[config.mk]
export PLATFORM = sky130hd
export DESIGN_NAME = tlb_sel_inval
export DESIGN_NICKNAME = d
export VERILOG_FILES = /design/src/rtl/tlb_inv_pkg.sv /design/src/rtl/tlb_entry_match.sv /design/src/rtl/tlb_rr_victim.sv /design/src/rtl/tlb_batch_win.sv /design/src/rtl/tlb_sel_inval.sv
export SDC_FILE = /design/constraint.sdc
export NUM_CORES = 1
export LEC_CHECK = 0
export BUFFER_PORTS_ARGS = -buffer_cell sky130_fd_sc_hd__buf_2
export CAP_MARGIN = 20
export CORE_MARGIN = 2
export CORE_UTILIZATION = 41
export CTS_BUF_LIST = sky130_fd_sc_hd__clkbuf_4 sky130_fd_sc_hd__clkbuf_8
export CTS_CLUSTER_SIZE = 16
export DETAILED_ROUTE_END_ITERATION = 7
export PLACE_DENSITY_LB_ADDON = 0.05
export SYNTH_ARGS = -nofsm -noshare
export SYNTH_HDL_FRONTEND = slang
export SYNTH_SLANG_ARGS = --single-unit
[constraint.sdc]
create_clock -name clk -period 3.7 [get_ports clk]
set_input_delay 0.37 -clock clk [delete_from_list [all_inputs] [get_ports clk]]
set_output_delay 0.37 -clock clk [all_outputs]
set_load 0.05 [all_outputs]
[src/rtl/tlb_inv_pkg.sv]
package tlb_inv_pkg;
  localparam int OP_W = 3;
  typedef enum logic [OP_W-1:0] {
    OP_LOOKUP  = 3'd0,
    OP_REFILL  = 3'd1,
    OP_INVAL   = 3'd2,
    OP_FENCE_W = 3'd3,
    OP_FENCE_R = 3'd4
  } cmd_op_e;
endpackage

[src/rtl/tlb_entry_match.sv]
module tlb_entry_match #(
  parameter int VPN_W  = 20,
  parameter int ASID_W = 9
) (
  input  logic              e_valid,
  input  logic              e_global,
  input  logic [ASID_W-1:0] e_asid,
  input  logic [VPN_W-1:0]  e_vpn,
  input  logic [VPN_W-1:0]  q_vpn,
  input  logic [ASID_W-1:0] q_asid,
  input  logic              q_addr_zero,
  input  logic              q_asid_zero,
  output logic              lk_hit,
  output logic              inv_hit
);
  function automatic logic lookup_sel(input logic v, input logic g,
                                      input logic [ASID_W-1:0] ea, input logic [VPN_W-1:0] ev,
                                      input logic [ASID_W-1:0] qa, input logic [VPN_W-1:0] qv);
    return v && (ev == qv) && (g || (ea == qa));
  endfunction

  function automatic logic inval_sel(input logic v, input logic g,
                                     input logic [ASID_W-1:0] ea, input logic [VPN_W-1:0] ev,
                                     input logic [ASID_W-1:0] qa, input logic [VPN_W-1:0] qv,
                                     input logic az, input logic sz);
    logic addr_ok, asid_ok;
    addr_ok = az || (ev == qv);
    asid_ok = sz || (!g && (ea == qa));
    return v && addr_ok && asid_ok;
  endfunction

  assign lk_hit  = lookup_sel(e_valid, e_global, e_asid, e_vpn, q_asid, q_vpn);
  assign inv_hit = inval_sel(e_valid, e_global, e_asid, e_vpn, q_asid, q_vpn,
                             q_addr_zero, q_asid_zero);
endmodule

[src/rtl/tlb_rr_victim.sv]
module tlb_rr_victim #(
  parameter int ENTRIES = 8,
  localparam int IDX_W = (ENTRIES > 1) ? $clog2(ENTRIES) : 1
) (
  input  logic             clk,
  input  logic             rst_n,
  input  logic             adv,
  output logic [IDX_W-1:0] ptr
);
  localparam logic [IDX_W-1:0] LAST = IDX_W'(ENTRIES - 1);

  function automatic logic [IDX_W-1:0] next_ptr(input logic [IDX_W-1:0] p);
    return (p == LAST) ? '0 : p + 1'b1;
  endfunction

  always_ff @(posedge clk or negedge rst_n) begin
    if (!rst_n) ptr <= '0;
    else if (adv) ptr <= next_ptr(ptr);
  end


  rr_step_chk: assert property (@(posedge clk) disable iff (!rst_n)
    adv |=> (ptr == (($past(ptr) == LAST) ? '0 : $past(ptr) + 1'b1)));
endmodule

[src/rtl/tlb_batch_win.sv]
module tlb_batch_win (
  input  logic clk,
  input  logic rst_n,
  input  logic open_req,
  input  logic close_req,
  output logic win_open
);
  always_ff @(posedge clk or negedge rst_n) begin
    if (!rst_n)         win_open <= 1'b0;
    else if (open_req)  win_open <= 1'b1;
    else if (close_req) win_open <= 1'b0;
  end


  win_open_chk: assert property (@(posedge clk) disable iff (!rst_n)
    open_req |=> win_open);

  win_close_chk: assert property (@(posedge clk) disable iff (!rst_n)
    close_req |=> !win_open);

  win_hold_chk: assert property (@(posedge clk) disable iff (!rst_n)
    (!open_req && !close_req) |=> (win_open == $past(win_open)));
endmodule

[src/rtl/tlb_sel_inval.sv]
module tlb_sel_inval
  import tlb_inv_pkg::*;
#(
  parameter int ENTRIES = 8,
  parameter int VPN_W   = 20,
  parameter int ASID_W  = 9,
  parameter int PPN_W   = 20
) (
  input  logic              clk,
  input  logic              rst_n,
  input  logic              cmd_valid,
  output logic              cmd_ready,
  input  logic [OP_W-1:0]   cmd_op,
  input  logic [VPN_W-1:0]  cmd_vpn,
  input  logic [ASID_W-1:0] cmd_asid,
  input  logic              cmd_addr_zero,
  input  logic              cmd_asid_zero,
  input  logic [PPN_W-1:0]  cmd_ppn,
  input  logic              cmd_global,
  output logic              rsp_valid,
  output logic              rsp_hit,
  output logic [PPN_W-1:0]  rsp_ppn,
  output logic              batch_open
);
  localparam int IDX_W = (ENTRIES > 1) ? $clog2(ENTRIES) : 1;

  // command decode, brought out as named events
  logic cmd_go, lookup_go, refill_go, inval_go, fence_w_go, fence_r_go;
  assign cmd_go     = cmd_valid && cmd_ready;
  assign lookup_go  = cmd_go && (cmd_op == OP_LOOKUP);
  assign refill_go  = cmd_go && (cmd_op == OP_REFILL);
  assign inval_go   = cmd_go && (cmd_op == OP_INVAL);
  assign fence_w_go = cmd_go && (cmd_op == OP_FENCE_W);
  assign fence_r_go = cmd_go && (cmd_op == OP_FENCE_R);

  always_ff @(posedge clk or negedge rst_n) begin
    if (!rst_n) cmd_ready <= 1'b0;
    else        cmd_ready <= 1'b1;
  end

  // entry storage
  logic [ENTRIES-1:0] ent_v, ent_g, lk_hit, inv_hit;
  logic [ASID_W-1:0]  ent_asid [ENTRIES];
  logic [VPN_W-1:0]   ent_vpn  [ENTRIES];
  logic [PPN_W-1:0]   ent_ppn  [ENTRIES];
  logic [IDX_W-1:0]   victim;

  tlb_rr_victim #(.ENTRIES(ENTRIES)) u_victim (
    .clk(clk), .rst_n(rst_n), .adv(refill_go), .ptr(victim)
  );

  tlb_batch_win u_win (
    .clk(clk), .rst_n(rst_n), .open_req(fence_w_go), .close_req(fence_r_go),
    .win_open(batch_open)
  );

  for (genvar i = 0; i < ENTRIES; i++) begin : g_ent
    logic wr_here;
    assign wr_here = refill_go && (victim == IDX_W'(i));

    tlb_entry_match #(.VPN_W(VPN_W), .ASID_W(ASID_W)) u_match (
      .e_valid(ent_v[i]), .e_global(ent_g[i]), .e_asid(ent_asid[i]), .e_vpn(ent_vpn[i]),
      .q_vpn(cmd_vpn), .q_asid(cmd_asid), .q_addr_zero(cmd_addr_zero),
      .q_asid_zero(cmd_asid_zero), .lk_hit(lk_hit[i]), .inv_hit(inv_hit[i])
    );

    always_ff @(posedge clk or negedge rst_n) begin
      if (!rst_n) begin
        ent_v[i] <= 1'b0;
      end else if (wr_here) begin
        ent_v[i] <= 1'b1;
      end else if (inval_go && inv_hit[i]) begin
        ent_v[i] <= 1'b0;
      end
    end

    always_ff @(posedge clk or negedge rst_n) begin
      if (!rst_n) begin
        ent_g[i]    <= 1'b0;
        ent_asid[i] <= '0;
        ent_vpn[i]  <= '0;
        ent_ppn[i]  <= '0;
      end else if (wr_here) begin
        ent_g[i]    <= cmd_global;
        ent_asid[i] <= cmd_asid;
        ent_vpn[i]  <= cmd_vpn;
        ent_ppn[i]  <= cmd_ppn;
      end
    end


    global_keep_chk: assert property (@(posedge clk) disable iff (!rst_n)
      (inval_go && !cmd_asid_zero && ent_v[i] && ent_g[i]) |=> ent_v[i]);

    other_keep_chk: assert property (@(posedge clk) disable iff (!rst_n)
      (inval_go && ent_v[i] && !cmd_addr_zero && (ent_vpn[i] != cmd_vpn)) |=> ent_v[i]);
  end

  // lowest-index hit selection
  logic             any_hit;
  logic [IDX_W-1:0] hit_idx;
  always_comb begin
    any_hit = |lk_hit;
    hit_idx = '0;
    for (int i = ENTRIES - 1; i >= 0; i--) begin
      if (lk_hit[i]) hit_idx = IDX_W'(i);
    end
  end

  logic use_hit;
  assign use_hit = any_hit && !batch_open;

  always_ff @(posedge clk or negedge rst_n) begin
    if (!rst_n) begin
      rsp_valid <= 1'b0;
      rsp_hit   <= 1'b0;
      rsp_ppn   <= '0;
    end else begin
      rsp_valid <= lookup_go;
      rsp_hit   <= lookup_go && use_hit;
      rsp_ppn   <= (lookup_go && use_hit) ? ent_ppn[hit_idx] : '0;
    end
  end


  wipe_all_chk: assert property (@(posedge clk) disable iff (!rst_n)
    (inval_go && cmd_addr_zero && cmd_asid_zero) |=> (ent_v == '0));

  window_miss_chk: assert property (@(posedge clk) disable iff (!rst_n)
    (lookup_go && batch_open) |=> (rsp_valid && !rsp_hit));

  rsp_only_lookup_chk: assert property (@(posedge clk) disable iff (!rst_n)
    rsp_valid |-> $past(lookup_go));

  miss_ppn_zero_chk: assert property (@(posedge clk) disable iff (!rst_n)
    (rsp_valid && !rsp_hit) |-> (rsp_ppn == '0));

  ready_chk: assert property (@(posedge clk) disable iff (!rst_n)
    $past(rst_n) |-> cmd_ready);
endmodule

=== Word level (Yosys, flattened, before mapping) ===
Index checks and enable logic that the tools add are counted.

* Eq/ne operators: 27
* Muxes and demuxes: 31
* Bitwise logic cells: 1
* Add/subtract/negate cells: 1
* Magnitude comparators: 1
* Reductions and logical operators: 109

{| class="wikitable"
|+ Operators by type and width
! kind !! count
|-
| $eq 20x20->1 || 8
|-
| $eq 9x9->1 || 8
|-
| $logic_and 1x1->1 || 64
|-
| $bmux 20 s3 || 1
|-
| $mux 20 || 3
|-
| $mux 3 || 9
|-
| $logic_or 1x1->1 || 24
|-
| $mux 1 || 18
|-
| $reduce_bool 2->1 || 9
|-
| $eq 3x3->1 const B || 5
|-
| $eq 3x2->1 const B || 4
|-
| $logic_not 1->1 || 9
|-
| $reduce_or 8->1 || 1
|-
| $eq 3x1->1 const B || 2
|-
| $logic_not 3->1 || 2
|-
| $ge 4x4->1 const B || 1
|-
| $not 3->4 || 1
|-
| $add 3x1->3 const B || 1
|}

* Input bits: 58
* Logic and storage cells: 216
* Register bits after elaboration: 435
* Output and inout bits: 24

=== Logic depth before layout (Yosys ltp) ===
Gate-level depths: netlist (run 1).

* Word-level depth: 16
* Gate-level depth with buffers: 13

=== Cells and area by module ===
Synthesis (run 1) repeated with hierarchy kept, for this count alone.

* Cells, all modules: 1509
* Area total of the unflattened synthesis: 20318.2 um^2

{| class="wikitable"
|+ By module, submodules not included
! module !! cells an instance !! times used !! area an instance (um^2)
|-
| tlb_sel_inval || 1151 || 1 || 17336.6
|-
| tlb_entry_match || 43 || 8 || 350.3
|-
| tlb_rr_victim || 11 || 1 || 142.6
|-
| tlb_batch_win || 3 || 1 || 36.3
|}

=== Worst setup path after synthesis (run 1) ===
No wires, ideal clock.

* Kind: input -> register
* From: input port cmd_vpn[18]
* To: register rsp_ppn[0]
* Path slack: 707 ps
* Buffers on the path: 3
* Data arrival time: 2881 ps
* Stages: 12
* Cell sequence: buf_2 clkbuf_1 xor2_1 nor4_1 nand3_1 or4b_1 o211ai_1 nand2_1 a21o_1 clkbuf_4 mux2i_1 a2111oi_2

* Cells in the longest elaborated chain, start to end: 16

{| class="wikitable"
|+ Ends and longest elaborated chain
! item !! RTL line !! text
|-
| from (decl) || tlb_sel_inval.sv:14 || <nowiki>input logic [VPN_W-1:0] cmd_vpn,</nowiki>
|-
| $eq 20x20->1 || tlb_entry_match.sv:19 || <nowiki>return v && (ev == qv) && (g || (ea == qa));</nowiki>
|-
| $logic_and 1x1->1 (2 in a row) || tlb_entry_match.sv:19 ||
|-
| $mux 3 (8 in a row) || tlb_sel_inval.sv:106 || <nowiki>if (lk_hit[i]) hit_idx = IDX_W'(i);</nowiki>
|-
| $not 3->4 (implied by the code) || tlb_sel_inval.sv:121 || <nowiki>rsp_ppn <= (lookup_go && use_hit) ? ent_ppn[hit_idx] : '0;</nowiki>
|-
| $bmux 20 s3 || tlb_sel_inval.sv:121 ||
|-
| $mux 20 (implied by the code) (2 in a row) || tlb_sel_inval.sv:121 ||
|-
| $mux 20 (*) || tlb_sel_inval.sv:121 ||
|-
| to (signal assigned) || tlb_sel_inval.sv:121 ||
|-
| to (decl) || tlb_sel_inval.sv:22 || <nowiki>output logic [PPN_W-1:0] rsp_ppn,</nowiki>
|}

Mark *: on every way between the ends. The rest lies on a longest branch, timed or not. The select of a mux whose other input is x is not followed.
A chain may end at the register's enable or synchronous reset.

=== Worst setup path in the final report (run 1) ===
* From: input port cmd_vpn[6]
* To: register rsp_ppn[3]

Same word-level chain as after synthesis.

==> results.toml, run 1 <==
[final_layout]
final_cells = 2556
utilization_pct = 49.1
layout_commonest_cell = "dfrtp_1"
layout_common_cells = "435 x dfrtp_1, 400 x mux2_2, 232 x xor2_1"
nNetsFinal = 1896
drive_above_1_share_pct = 43.3
n_fill_cell = 4511
syn_to_final_growth_pct = 18.1

[timing]
slew_headroom_pct = 32.1
period_share_pct = 96.2
skew_ns = 0.0250
min_period_ns = 3.56
worstMarginPinSlew_ns = 1.02
rsz0062_at_grt = "no"
timing.hold.ws_ns = 0.0508
finalHoldViolCount = 0
worst_slack_ns = 0.141
setup_violations = 0
fmax_mhz = 281
maxSlewViolCount = 0
fin_tns_setup_ns = 0

[floorplan]
dieArea_sq_um = 52700
dieHeight_microns = 230
die_w_microns = 230
io_pins = 82
start_util_pct = 41.6
rows = 82
fp.coreArea_sq_um = 50200

[global_routing]
overflow = 0
grt_pass1_wl_microns = 84500
grtUsageTotal_pct = 21.1
grt_pass1_vias = 14000
antenna_found_initial = 0
grt_max_degree = 121

[synthesis]
yosysWarningCount = 0
synth_compound_area_share_pct = 3.59
synth_top_area_cell = "dfrtp_1"
synth-simple-area-share_pct = 8.27
synth_xor_area_share_pct = 9.74
ys_seq_area_share_pct = 52.2
synth_nets = 1717
synth_ff_type = "dfrtp_1"
netlist_area_sq_um = 20900
avgSynthCellArea_sq_um = 12.6
synth.distinct_cells = 46
synthMuxAreaShare_pct = 22.6
synthTopCellsByArea = "dfrtp_1 52%, mux2_2 22%, xor2_1 9.7%, nor4_1 1.7%, nor2_1 1.5%"
synth_edf_count = 0
synth_top_family_by_area = "multiplexers"
synth_adder_area_share_pct = 0.360
ys_seq_elements = 435
synth_cells = 1653
synth_top_area_share_pct = 52.2
ys_async_sr_fraction_pct = 100

[routing]
vias = 13300
via_per_inst = 5.20
drtPass1Iterations = 4
antenna_left = 0
drt_iter0_markers = 636
post_drt_wl_per_cell_microns = 21.2
drc = 0
totalWireLength_microns = 54100

[worst_setup_path]
crit_path_end_kind = "register"
crit_path_start = "cmd_vpn[6]"
cp_cell_sequence = "dlygate4sd3_1 -> buf_2 -> buf_4 -> xor2_1 -> nor4_1 -> buf_4 -> nand3_1 -> buf_4 -> or4b_1 -> o211ai_1 -> nand2_1 -> a21o_1 -> buf_12 -> mux2i_1 -> a2111oi_2"
worst_path_max_delay_cell = "dlygate4sd3_1"
worstReg2RegStart = "ent_vpn[5]"
worstPathRequired_ns = 4.23
critPathBufInv = 6
cp.depth = 15
cpPeakStageDelay_ns = 0.54
critical-path-top-delay-family = "buffers and inverters"
rr_worst_depth = 12
crit_type = "in2reg"
startpoint_type = "primary input"
cp.arrival_ns = 4.09
regToRegEndpoint = "rsp_ppn[3]"
crit_fanout = 20
r2r_slack_ns = 0.23
crit_top_cell = "buf_4"
critPathCapture = "rsp_ppn[3]"

[placed_design]
hpwl_microns = 34500
gp_congestion = 0.766
dp_slack_ns = -0.334
dp.cells = 2417
port_buffers = 81

[cts]
h-tree-depth = 3
cts_buffer_depth = 3
clkLatencyLatePin_ns = 0.67
tritoncts = "done"
cts.sinks = 435
path_clk_slew_ns = 0.06
clk_root_buffer_cell = "clkbuf_8"
post_cts_buffers = 0
cts_buffers = 79

[worst_hold_path]
hold_class = "in2reg"
min-delay-start = "cmd_ppn[14]"

[power_and_ir_drop]
p_per_area_nw_per_um2 = 508
p_leak_nw = 12.4
peakVddDrop_mv = 0.294

[run_status]
outcome = "complete, no violations"

[job]
maxCapViolations = 0
## sequential cells by signal, indices dropped and copies added (netlist names)
register        flops
ent_v               8
rsp_ppn            20
cmd_ready           1
ent_g               8
ent_ppn           160
ent_asid           72
u_victim.ptr        3
u_win.win_open      1
ent_vpn           160
rsp_hit             1
rsp_valid           1
## stage by stage
stage	area, sq um	power, mW
2_1_floorplan	20900	7.34
3_3_place_gp	23000	7.96
3_5_place_dp	23000	8.03
4_1_cts	24600	12.7
5_1_grt	24600	13.2
6_report	24600	12.5
## metal layers
| metal | share of wire, % | GRT usage (%) | vias to the layer above |
|---|---|---|---|
| met5 | 0 | 0 | - |
| met4 | 2.3 | 6.21 | 0 |
| met3 | 3.2 | 3.44 | 90 |
| met2 | 49 | 35.2 | 190 |
| met1 | 46 | 28.1 | 6798 |
| li1 | - | - | 6203 |
## synthesized netlist by cell type (4+ instances only)
library cell  number
buf_2             55
a2111oi_2         20
buf_6              5
o21ai_0           12
nand4_1           20
a41oi_1            4
nand3_1           36
mux2_2           400
nand2_1           66
nor3_1            31
nor4_1            56
nor4_2            13
mux2i_1           20
dfrtp_1          435
buf_1             33
xor2_1           232
inv_1              9
a311oi_1          20
or4b_1             4
clkbuf_1          42
nor4b_1            4
o31ai_1            4
ha_1               6
o21bai_1           4
nor2_1            85
a31oi_1            8
## how the worst min path moves through the flow
stage	to	depth (start not counted)
2_1_floorplan	cmd_ready	0
3_3_place_gp	ent_ppn[104]	1
3_5_place_dp	ent_ppn[124]	1
4_1_cts	ent_ppn[94]	2
5_1_grt	ent_ppn[94]	2
6_report	ent_ppn[34]	2
## timing repair
action | CTS | global route
hold endpoints to repair | 60 | 0
endpoints found under the setup margin | 0 | 11
hold buffers | 6 | 0
resized for setup | 0 | 1
## report_power, final
part           switching [mW]  total [mW]  internal, mW
Combinational           0.855        1.87          1.02
Sequential              0.475        6.05          5.57
Clock                    2.02        4.61          2.59
## cell type report
type / instances / area (sq um) / share of cell area (%)
Tap cell: 672 / 841 / 3.41
Clock buffer: 119 / 1470 / 5.96
Multi-Input combinational cell: 1069 / 9380 / 38.1
Timing Repair Buffer: 238 / 1920 / 7.80
Antenna cell: 1 / 2.50 / 0.0102
Inverter: 9 / 33.8 / 0.137
Sequential cell: 435 / 10900 / 44.2
Clock inverter: 13 / 113 / 0.457
## kinds of logic after synthesis
logic type,count (synthesis)
buf+inv,149
fa+ha+maj,6
other cells,1
simple gates,329
compound gates,81
flops,435
mux,420
xor+xnor,232
Note: power is estimated with default switching activity, not from simulation.
==> run 2: changes to the inputs <==
CORE_UTILIZATION = 30   (was 41)
==> run 2 against run 1 <==
  * Non-clock buffer count unchanged
  * Sequential power about the same
  * Critical path depth decreased by 1
  * Final area increased by 1.8%
  * Flip-flop and latch count unchanged
  * Via count increased by 1.3%
  * Count of clock-buffer cells in the layout increased by 16
  * Core utilization decreased by 13 points
  * Highest routed layer unchanged
  * Global-route usage decreased by 3.4 points
  * Combinational power increased by 3%
  * Die area increased by 36%
==> results.toml, run 2 (same netlist as run 1, synthesis figures left out) <==
[run_status]
outcome = "complete, no violations"

[worst_setup_path]
cpPeakStageDelay_ns = 0.72
crit_path_end_kind = "register"
startpoint_type = "primary input"
worstPathRequired_ns = 4.25
crit_top_cell = "buf_4"
r2r_slack_ns = 0.30
worstReg2RegStart = "ent_vpn[58]"
crit_path_start = "cmd_asid[1]"
rr_worst_depth = 12
regToRegEndpoint = "rsp_ppn[18]"
crit_type = "in2reg"
cp.arrival_ns = 3.97
cp_cell_sequence = "dlygate4sd3_1 -> buf_2 -> xor2_1 -> buf_4 -> nor4_2 -> a31oi_1 -> or4b_1 -> and2_1 -> o21a_4 -> nor2_1 -> buf_4 -> buf_12 -> a311oi_1 -> a2111oi_2"
critPathCapture = "rsp_ppn[15]"
worst_path_max_delay_cell = "or4b_1"
crit_fanout = 11

[job]
maxCapViolations = 0

[final_layout]
final_cells = 2827
syn_to_final_growth_pct = 20.3
layout_commonest_cell = "dfrtp_1"
drive_above_1_share_pct = 43.6
layout_common_cells = "435 x dfrtp_1, 400 x mux2_2, 232 x xor2_1"
nNetsFinal = 1901
stdcell_area_sq_um = 25100
reg.largest.list = "ent_ppn: 160 flops, ent_vpn: 160 flops, ent_asid: 72 flops"

[placed_design]
gp_congestion = 0.721
port_buffers = 81
place_area_sq_um = 23300
hpwl_microns = 38700
dp.cells = 2674

[routing]
post_drt_wl_per_cell_microns = 21.8
drtPass1Iterations = 4
drc = 0
antenna_left = 0
via_per_inst = 4.76
totalWireLength_microns = 61600
vias = 13500
drt_iter0_markers = 533

[global_routing]
grt_pass1_vias = 14400
grt_pass1_wl_microns = 93400
grtUsageTotal_pct = 17.6
grt_max_degree = 88
overflow = 0
antenna_found_initial = 3

[cts]
clkLatencyLatePin_ns = 0.68
clk_root_buffer_cell = "clkbuf_8"
cts_buffer_depth = 3
cts.sinks = 435
path_clk_slew_ns = 0.05
cts_buffers = 84
tritoncts = "done"
h-tree-depth = 3

[floorplan]
io_pins = 82
dieHeight_microns = 268
die_w_microns = 268
fp.coreArea_sq_um = 68700
dieArea_sq_um = 71600
start_util_pct = 30.4
rows = 96

[power_and_ir_drop]
p_leak_nw = 12.5
p_per_area_nw_per_um2 = 517
peakVddDrop_mv = 0.206

[timing]
finalHoldViolCount = 0
min_period_ns = 3.42
fmax_mhz = 292
rsz0062_at_grt = "no"
maxSlewViolCount = 0
setup_violations = 0
worstMarginPinSlew_ns = 1.04
slew_headroom_pct = 30.4
period_share_pct = 92.5
skew_ns = 0.0341

[worst_hold_path]
hold_depth = 2
hold_class = "in2reg"
[run 2: timing repair]
item | in CTS | in global routing
hold buffers | 7 | 0
hold endpoints to repair | 79 | 0
resized for setup | 0 | 2
endpoints found under the setup margin | 4 | 15
pin swaps | 1 | 0
buffers inserted | 1 | 0
[run 2: worst min-delay path by stage]
stage,startpoint,end,slack (ns)
2_1_floorplan,rst_n,cmd_ready,0.07
3_3_place_gp,rst_n,ent_ppn[85],0.47
3_5_place_dp,rst_n,ent_ppn[85],0.47
4_1_cts,cmd_ppn[9],ent_ppn[149],0.003
5_1_grt,cmd_ppn[9],ent_ppn[109],0.02
6_report,cmd_ppn[17],ent_ppn[97],0.07
[run 2: where the power goes]
group	leakage (nW)	switching, mW	internal (mW)	total [mW]
Clock	0.910	2.11	2.88	4.99
Sequential	5.92	0.479	5.57	6.05
Combinational	5.68	0.899	1.02	1.92
Total	12.5	3.49	9.48	13.0
[run 2: layout make-up]
type,instances,area [sq um]
Clock buffer,135,1620
Fill cell,6908,43600
Antenna cell,2,5.00
Clock inverter,8,104
Timing Repair Buffer,238,1870
Sequential cell,435,10900
Tap cell,931,1160
Multi-Input combinational cell,1069,9400
Inverter,9,33.8
[run 2: per-layer routing]
layer,vias up,wire length [microns],global-route usage [%]
li1,6213,-,-
met1,6960,28700,23.4
met2,185,29900,29.8
met3,101,1790,2.89
met4,0,1240,4.65
met5,-,0,0
[run 2: critical path: cells and delay by family]
family                    cells  cell delay [ns]
and+or+nand+nor               4             1.36
AOI/OAI and AO/OA             4             0.82
buffers and inverters         5             1.20
xor gates and xnor gates      1             0.18
[run 2: stage by stage]
stage	hold slack [ns]	power [mW]	setup slack [ns]	setup TNS (ns)	util [%]
floorplan	0.0744	7.34	0.707	0	-
global placement	0.469	8.03	-0.244	-4.07	33.9
detailed placement	0.473	8.09	-0.247	-3.79	33.9
CTS	0.00331	13.2	0.111	0	36.5
global route	0.0235	13.7	0.0704	0	36.5
finish	0.0711	13.0	0.279	0	36.5
